[config.mk]
export PLATFORM = sky130hd
export DESIGN_NAME = ts_sec_rebuild
export DESIGN_NICKNAME = d
export VERILOG_FILES = /design/src/rtl/ts_rebuild_pkg.sv /design/src/rtl/ts_field_unpack.sv /design/src/rtl/ts_sec_extend.sv /design/src/rtl/ts_sec_rebuild.sv
export SDC_FILE = /design/constraint.sdc
export NUM_CORES = 1
export LEC_CHECK = 0
export BUFFER_PORTS_ARGS = -buffer_cell sky130_fd_sc_hd__buf_2
export CAP_MARGIN = 15
export CORE_ASPECT_RATIO = 0.6
export CORE_MARGIN = 4
export CORE_UTILIZATION = 50
export DETAILED_ROUTE_END_ITERATION = 10
export PLACE_DENSITY = 0.84
export SKIP_LAST_GASP = 1
export SLEW_MARGIN = 40
export SYNTH_ARGS = -nofsm -noshare
export SYNTH_HDL_FRONTEND = slang
export SYNTH_HIERARCHICAL = 1
export SYNTH_SLANG_ARGS = --single-unit
[constraint.sdc]
create_clock -name clk -period 6.1 [get_ports clk]
set_clock_uncertainty 0.1 [all_clocks]
set_input_delay 0.61 -clock clk [delete_from_list [all_inputs] [get_ports clk]]
set_output_delay 0.61 -clock clk [all_outputs]
set_load 0.1 [all_outputs]
[src/rtl/ts_rebuild_pkg.sv]
package ts_rebuild_pkg;

  // A rollover happened when the stored slice's top bit is set
  // while the live counter's matching bit is already clear.
  function automatic logic slice_rolled(input logic slice_msb, input logic live_bit);
    return slice_msb && !live_bit;
  endfunction

endpackage

[src/rtl/ts_field_unpack.sv]
module ts_field_unpack #(
  parameter int WORD_W = 32,
  parameter int NS_W   = 30,
  parameter int LO_W   = 2,
  parameter int HI_W   = 4,
  localparam int TRUNC_W = LO_W + HI_W
) (
  input  logic [WORD_W-1:0]  w0,
  input  logic [WORD_W-1:0]  w1,
  output logic [NS_W-1:0]    ns,
  output logic [TRUNC_W-1:0] slice
);

  assign ns = w0[NS_W-1:0];

  generate
    if (HI_W > 0) begin : g_two_words
      assign slice = {w1[HI_W-1:0], w0[NS_W +: LO_W]};
      logic unused_w1_hi;
      assign unused_w1_hi = ^w1[WORD_W-1:HI_W];
    end else begin : g_one_word
      assign slice = w0[NS_W +: LO_W];
      logic unused_w1_all;
      assign unused_w1_all = ^w1;
    end
    if (NS_W + LO_W < WORD_W) begin : g_w0_spare
      logic unused_w0_top;
      assign unused_w0_top = ^w0[WORD_W-1:NS_W+LO_W];
    end
  endgenerate

endmodule

[src/rtl/ts_sec_extend.sv]
module ts_sec_extend
  import ts_rebuild_pkg::*;
#(
  parameter int SEC_W   = 48,
  parameter int TRUNC_W = 6,
  localparam int UP_W   = SEC_W - TRUNC_W
) (
  input  logic [TRUNC_W-1:0] slice,
  input  logic [SEC_W-1:0]   live,
  output logic [SEC_W-1:0]   full
);

  logic          rolled;
  logic [UP_W-1:0] upper;

  assign rolled = slice_rolled(slice[TRUNC_W-1], live[TRUNC_W-1]);
  // Dropping 2^TRUNC_W only touches the bits above the slice.
  assign upper  = live[SEC_W-1:TRUNC_W] - UP_W'(rolled);
  assign full   = {upper, slice};

  generate
    if (TRUNC_W > 1) begin : g_live_low
      logic unused_live_low;
      assign unused_live_low = ^live[TRUNC_W-2:0];
    end
  endgenerate

endmodule

[src/rtl/ts_sec_rebuild.sv]
module ts_sec_rebuild #(
  parameter int WORD_W = 32,
  parameter int SEC_W  = 48,
  parameter int NS_W   = 30,
  parameter int LO_W   = 2,
  parameter int HI_W   = 4,
  localparam int TRUNC_W = LO_W + HI_W
) (
  input  logic              clk,
  input  logic              rst,
  input  logic              desc_fire,
  input  logic              stamp_present,
  input  logic [WORD_W-1:0] desc_w0,
  input  logic [WORD_W-1:0] desc_w1,
  input  logic [SEC_W-1:0]  live_sec,
  output logic              res_vld,
  output logic [SEC_W-1:0]  res_sec,
  output logic [NS_W-1:0]   res_ns
);

  logic [NS_W-1:0]    ns_c;
  logic [TRUNC_W-1:0] slice_c;
  logic [SEC_W-1:0]   sec_c;
  logic               take;

  assign take = desc_fire && stamp_present;

  ts_field_unpack #(
    .WORD_W(WORD_W), .NS_W(NS_W), .LO_W(LO_W), .HI_W(HI_W)
  ) u_unpack (
    .w0(desc_w0), .w1(desc_w1), .ns(ns_c), .slice(slice_c)
  );

  ts_sec_extend #(
    .SEC_W(SEC_W), .TRUNC_W(TRUNC_W)
  ) u_extend (
    .slice(slice_c), .live(live_sec), .full(sec_c)
  );

  always_ff @(posedge clk) begin
    if (rst) begin
      res_vld <= 1'b0;
      res_sec <= '0;
      res_ns  <= '0;
    end else begin
      res_vld <= take;
      if (take) begin
        res_sec <= sec_c;
        res_ns  <= ns_c;
      end
    end
  end

endmodule

==> results of run 1 <==
## layout make-up
type | count | share of cell area, %
Multi-Input combinational cell | 344 | 44.6
Sequential cell | 79 | 29.9
Timing Repair Buffer | 165 | 16.1
Clock buffer | 9 | 4.26
Tap cell | 112 | 2.65
Clock inverter | 6 | 2.08
Inverter | 5 | 0.355
## kinds of logic after synthesis
logic type | count (synthesis) | synth area share [%]
fa+ha+maj | 2 | 0.558
simple gates | 146 | 18.0
compound gates | 157 | 26.2
xor+xnor | 39 | 7.62
buf+inv | 91 | 12.3
flops | 79 | 35.3
## registers in the layout, summed over array words and instances (netlist names)
name and flops:
res_sec 48, res_ns 30, res_vld 1
## stage by stage
step / utilization (%) / std cells / worst slack [ns]
final: 61.3 / 720 / 2.92
after CTS: 61.1 / 719 / 2.95
after global placement: 57.1 / 704 / 2.74
after floorplan: - / 514 / 3.25
after global routing: 61.3 / 720 / 2.62
after detailed placement: 57.2 / 704 / 2.61
## final timing paths
kind,startpoint,endpoint,slack (ns),cells past startpoint
worst max register to register,res_sec[45],res_sec[45],5.20,2
worst min register to register,res_sec[7],res_sec[7],0.47,2
worst max-delay path,desc_w1[3],res_sec[42],2.92,11
worst min-delay path,desc_w0[30],res_sec[0],0.43,3
## Yosys cell counts (2+ instances only)
cell / instances / area share [%]
dfxtp_1: 79 / 35
nor3_1: 6 / 0.67
or3_1: 5 / 0.70
inv_1: 5 / 0.42
ha_1: 2 / 0.56
xnor2_1: 25 / 4.9
nand3_1: 82 / 9.2
nor3b_1: 2 / 0.33
a21bo_2: 17 / 3.8
clkbuf_1: 9 / 0.75
nand2_1: 14 / 1.2
buf_4: 43 / 7.2
nor4_1: 5 / 0.70
a21oi_1: 78 / 8.7
buf_2: 33 / 3.7
a21bo_1: 61 / 14
xor2_1: 14 / 2.7
nand4b_1: 3 / 0.59
nand2b_1: 3 / 0.42
nand3b_1: 4 / 0.67
nor2_1: 11 / 0.92
## metal layers
layer  vias to the layer above  wire [um]
li1                       1934          -
met1                      1789       4710
met2                       144       4840
met3                        12       1240
met4                         0        100
met5                         -          0
## power by group through the flow
stage | clock network, mW | registers (mW) | logic, mW
after floorplan | 0 | 0.733 | 0.118
after global placement | 0 | 0.560 | 0.334
after detailed placement | 0 | 0.562 | 0.340
after CTS | 0.616 | 0.551 | 0.341
after global routing | 0.643 | 0.554 | 0.360
final | 0.601 | 0.551 | 0.342
## worst max-delay path, cell delays in order
cell,delay [ns]
buf_2,0.09
nor2b_1,0.14
ha_1,0.22
ha_1,0.21
nor3b_1,0.48
and4_1,0.42
nor4b_4,0.50
nand3b_1,0.18
xnor2_1,0.21
nand3_1,0.10
a21oi_1,0.17
==> flow_metrics.env, run 1 <==
export IMPL_setup_viol=0
export IMPL_use_met3_pct=8.61
export IMPL_synthDistinctLibCells=34
export IMPL_syn_area_per_cell_um2=8.72
export IMPL_drive_gt1_share_pct=33.1
export IMPL_hp_class="in -> reg"
export IMPL_cts_clk_slew_worst_paths_ns=0.06
export IMPL_routed_wl_mm=10.9
export IMPL_p_per_area_mw_per_mm2=283
export IMPL_timing_setup_tns_ns=0
export IMPL_track_usage_pct=20.0
export IMPL_drc=0
export IMPL_crit_fanout=8
export IMPL_fin_nets=722
export IMPL_power_frac_seq_pct=36.9
export IMPL_grt_pass1_vias=3521
export IMPL_final_common_cell="buf_2"
export IMPL_worstPathRequired_ns=6.26
export IMPL_clockPowerShare_pct=40.2
export IMPL_antenna_cells=0
export IMPL_finalCriticalPeriod_ns=3.18
export IMPL_design_area_mm2=0.00529
export IMPL_syn_to_final_growth_pct=17.9
export IMPL_ios=195
export IMPL_cts_hold_buf=0
export IMPL_power_frac_comb_pct=22.9
export IMPL_grt_max_degree=81
export IMPL_synth_seq_cells=79
export IMPL_numPortBuffers=161
export IMPL_p_total_mw=1.49
export IMPL_dpl_cell_area_mm2=0.00493
export IMPL_ys_flop_type="dfxtp_1"
export IMPL_rsz0062_at_grt="no"
export IMPL_p_sw_share_pct=32.0
export IMPL_antenna_found_initial=0
export IMPL_status="finished clean"
export IMPL_cts_setup_buffers=0
export IMPL_synth_edf_count=0
export IMPL_syn_nets=632
export IMPL_die_h_um=81.3
export IMPL_path_class="in -> reg"
export IMPL_die_area_mm2=0.0106
export IMPL_cts_root_buf="clkbuf_16"
export IMPL_startpoint_type="input pin"
export IMPL_setup_worst_path_end_class="flip-flop"
export IMPL_yosysSeqAreaShare_pct=35.3
export IMPL_final_cell_mix="buf_2, nand3_1, dfxtp_1"
export IMPL_async_flop_share_pct=0
export IMPL_viasPerCell=5.39
export IMPL_dp_hpwl_mm=7.33
export IMPL_drt_first_pass_iters=4
export IMPL_multiInputGateArea_mm2=0.00236
export IMPL_clock_path_buffers=2
export IMPL_final_max_slew_viol_count=0
export IMPL_netlist_area_mm2=0.00448
export IMPL_synth_cells=514
export IMPL_irDropWorstVdd_v=0.000147
export IMPL_p_leak_nw=2.35
export IMPL_drv_cap=0
export IMPL_core_area_mm2=0.00862
export IMPL_cts_resized=0
export IMPL_gpl_final_weighted_congestion=0.848
export IMPL_first_iter_violations=186
export IMPL_clock_sinks=79
export IMPL_initial_core_util_pct=52.0
export IMPL_ys_warn_count=6
export IMPL_max_freq_mhz=314
export IMPL_met2_usage_pct=29.7
export IMPL_cts_tree="done"
export IMPL_fill_cells=727
export IMPL_relSlewSlack_pct=48.6
export IMPL_num_rows=26
export IMPL_avgRoutedWirePerCell_um=15.1
export IMPL_p_int_mw=1.02
export IMPL_gr_total_overflow=0
export IMPL_grt_first_pass_wirelength_mm=17.1
export IMPL_die_w_um=130
export IMPL_register_area_mm2=0.00158
export IMPL_grt_busiest_layer="met2"
export IMPL_numCtsBuffers=9
export IMPL_clock_latency_ns=0.32
export IMPL_holdWs_ns=0.430
export IMPL_htree_levels=3
export IMPL_vias=3879
export IMPL_worst_pin_slew_ns=0.770
export IMPL_antenna_left=0
export IMPL_hold_viol=0
export IMPL_period_share_pct=52.1
export IMPL_power_switching_mw=0.478
export IMPL_crit_arrival_ns=3.34
export IMPL_use_met1_pct=26.3
Note: power is estimated with default switching activity, not from simulation.
==> run 2, diff against run 1 <==
--- a/config.mk
+++ b/config.mk
@@ -5,13 +5,14 @@
 export SDC_FILE = /design/constraint.sdc
 export NUM_CORES = 1
 export LEC_CHECK = 0
+export ABC_AREA = 1
 export BUFFER_PORTS_ARGS = -buffer_cell sky130_fd_sc_hd__buf_2
 export CAP_MARGIN = 15
 export CORE_ASPECT_RATIO = 0.6
 export CORE_MARGIN = 4
-export CORE_UTILIZATION = 50
+export CORE_UTILIZATION = 45
 export DETAILED_ROUTE_END_ITERATION = 10
-export PLACE_DENSITY = 0.84
+export PLACE_DENSITY = 0.78
 export SKIP_LAST_GASP = 1
 export SLEW_MARGIN = 40
 export SYNTH_ARGS = -nofsm -noshare
==> constraint.sdc (replaced) <==
create_clock -name clk -period 2.7 [get_ports clk]
set_clock_uncertainty 0.1 [all_clocks]
set_input_delay 0.27 -clock clk [delete_from_list [all_inputs] [get_ports clk]]
set_output_delay 0.27 -clock clk [all_outputs]
set_load 0.1 [all_outputs]
==> run 2 against run 1 <==
Effect of this change:
- worst setup slack got worse by 2.1 ns
- register-to-register slack got worse by 3.3 ns
- final cell count increased by 46%
- power increased by 150%
- combinational power increased to 3.0 times the previous value
- worst hold slack got worse by 0.41 ns
- final area increased by 9.4%
- critical path type unchanged
- highest routed layer unchanged
==> flow_metrics.env, run 2 <==
export IMPL_fin_cells=1053
export IMPL_clock_sinks=79
export IMPL_startpoint_type="input pin"
export IMPL_final_cell_mix="nand2_1, nor2_1, buf_2"
export IMPL_grt_max_degree=65
export IMPL_path_buf_inv=2
export IMPL_routed_wl_mm=11.9
export IMPL_grt_first_pass_wirelength_mm=18.6
export IMPL_synth_cells=798
export IMPL_rsz0062_at_grt="no"
export IMPL_die_w_um=142
export IMPL_min_delay_start="rst"
export IMPL_setup_viol=0
export IMPL_num_rows=29
export IMPL_setup_worst_path_end_class="flip-flop"
export IMPL_vias=4547
export IMPL_initial_core_util_pct=46.0
export IMPL_dpl_cell_count=1037
export IMPL_cts_hold_buf=0
export IMPL_drc=0
export IMPL_worst_pin_slew_ns=0.644
export IMPL_first_iter_violations=259
export IMPL_fin_nets=1027
export IMPL_synthDistinctLibCells=25
export IMPL_final_common_cell="nand2_1"
export IMPL_numCtsBuffers=9
export IMPL_drive_gt1_share_pct=23.2
export IMPL_synth_most_common_cell="nand2_1"
export IMPL_die_area_mm2=0.0126
export IMPL_cts_tree="done"
export IMPL_drt_first_pass_iters=5
export IMPL_async_flop_share_pct=0
export IMPL_max_freq_mhz=526
export IMPL_netlist_top_cells_area="dfxtp_1, nand2_1, nor2_1"
export IMPL_clock_path_buffers=2
export IMPL_hold_depth=2
export IMPL_timing_setup_tns_ns=0
export IMPL_track_usage_pct=18.6
export IMPL_die_h_um=88.5
export IMPL_yosys_area_top_type_share_pct=32.5
export IMPL_synth_top_cell_by_area="dfxtp_1"
export IMPL_p_leak_nw=3.27
export IMPL_cpPeakStageDelay_ns=0.30
export IMPL_min_to="res_vld"
export IMPL_htree_levels=3
export IMPL_syn_nets=916
export IMPL_period_share_pct=70.4
export IMPL_irDropWorstVdd_v=0.000368
export IMPL_syn_area_per_cell_um2=6.09
export IMPL_relSlewSlack_pct=57.0
export IMPL_final_max_slew_viol_count=0
export IMPL_avgRoutedWirePerCell_um=11.3
export IMPL_hold_viol=0
export IMPL_worstPathCellList="buf_2, inv_1, nor2_1, ha_1, ha_1, nand3_4, nor2_4, nand2_2, nor2_4, nand2_1, nand2_1, nand2_1, nor2_1, nor2_1"
export IMPL_top_register="res_sec"
export IMPL_antenna_cells=0
export IMPL_r2r_cells=4
export IMPL_gr_total_overflow=0
export IMPL_numPortBuffers=161
export IMPL_core_area_mm2=0.0106
export IMPL_path_class="in -> reg"
export IMPL_dp_hpwl_mm=9.49
export IMPL_grt_pass1_vias=3798
export IMPL_netlist_area_mm2=0.00486
export IMPL_ys_warn_count=6
export IMPL_cts_resized=0
export IMPL_worstPathRequired_ns=2.82
export IMPL_antenna_left=0
export IMPL_finalCriticalPeriod_ns=1.90
export IMPL_yosysSeqAreaShare_pct=32.5
export IMPL_regToRegStartpoint="res_ns[26]"
export IMPL_cts_root_buf="clkbuf_16"
export IMPL_status="finished clean"
export IMPL_synth_edf_count=0
export IMPL_top_regs="res_sec: 48 flops, res_ns: 30 flops, res_vld: 1 flops"
export IMPL_synth_common_cells="nand2_1, nor2_1, inv_1, dfxtp_1, buf_4"
export IMPL_cts_clk_slew_worst_paths_ns=0.06
export IMPL_drv_cap=0
export IMPL_r2r_end="res_ns[26]"
export IMPL_viasPerCell=4.32
export IMPL_ys_flop_type="dfxtp_1"
export IMPL_ios=195
export IMPL_crit_fanout=5
export IMPL_r2r_slack_ns=1.94
export IMPL_cts_setup_buffers=0
export IMPL_syn_to_final_growth_pct=18.9
export IMPL_slowest_stage="ha_1"
export IMPL_hp_class="in -> reg"
export IMPL_synth_seq_cells=79
export IMPL_cp_top_family="simple AND/OR/NAND/NOR gates"
export IMPL_crit_arrival_ns=2.02
export IMPL_p_per_area_mw_per_mm2=644
export IMPL_antenna_found_initial=0
export IMPL_clock_latency_ns=0.32
export IMPL_gpl_final_weighted_congestion=0.953
export IMPL_largest_reg_flops=48
==> run 2: report_power, final <==
group / switching (mW) / internal (mW) / leakage, nW / total [mW]
logic: 0.838 / 0.200 / 2.45 / 1.04
clock network: 0.492 / 0.912 / 0.168 / 1.40
registers: 0.0349 / 1.25 / 0.652 / 1.28
==> run 2: worst max-delay path by stage <==
| stage | slack (ns) | to | from | cells past startpoint |
|---|---|---|---|---|
| CTS | 0.82 | res_sec[32] | desc_w1[3] | 14 |
| global placement | 0.53 | res_sec[32] | desc_w1[3] | 14 |
| global route | 0.63 | res_sec[32] | desc_w1[3] | 14 |
| floorplan | 0.75 | res_sec[32] | desc_w1[3] | 14 |
| detailed placement | 0.49 | res_sec[32] | desc_w1[3] | 14 |
| finish | 0.80 | res_sec[32] | desc_w1[3] | 14 |
==> run 2: layout make-up <==
cell class / count / area [um2]
Fill cell: 1113 / 4780
Timing Repair Buffer: 167 / 863
Sequential cell: 79 / 1580
Multi-Input combinational cell: 544 / 2410
Clock buffer: 10 / 229
Tap cell: 139 / 174
Clock inverter: 6 / 116
Inverter: 108 / 405
==> run 2: per-layer routing <==
layer	vias up	wire length (um)	part of all wire [%]	track usage (%)
li1	2490	-	-	-
met1	1901	6040	51	27.3
met2	149	4590	39	26.2
met3	7	1180	9.9	6.70
met4	0	69	0.58	3.66
met5	-	0	0	0
==> run 2: metrics by stage <==
| step | setup WS [ns] | cell area [um2] | util, % | total power [mW] | hold WS (ns) |
|---|---|---|---|---|---|
| after floorplan | 0.755 | 4860 | - | 2.18 | 0.242 |
| after global placement | 0.528 | 5440 | 51.5 | 2.34 | 0.355 |
| after detailed placement | 0.487 | 5440 | 51.5 | 2.35 | 0.361 |
| after CTS | 0.822 | 5780 | 54.7 | 3.77 | 0.00951 |
| after global routing | 0.631 | 5780 | 54.7 | 3.90 | 0.0197 |
| final | 0.798 | 5780 | 54.7 | 3.72 | 0.0226 |
==> run 2: kinds of logic (layout without fill, tap and decap cells) <==
| kind of cell | count (synthesis) | after routing | synth area share (%) |
|---|---|---|---|
| DFF | 79 | 79 | 32.5 |
| buffers and inverters | 175 | 291 | 17.9 |
| adders and majority gates | 2 | 2 | 0.515 |
| AOI/OAI and AO/OA | 2 | 2 | 0.206 |
| xor gates and xnor gates | 29 | 29 | 5.38 |
| and+or+nand+nor | 511 | 511 | 43.4 |
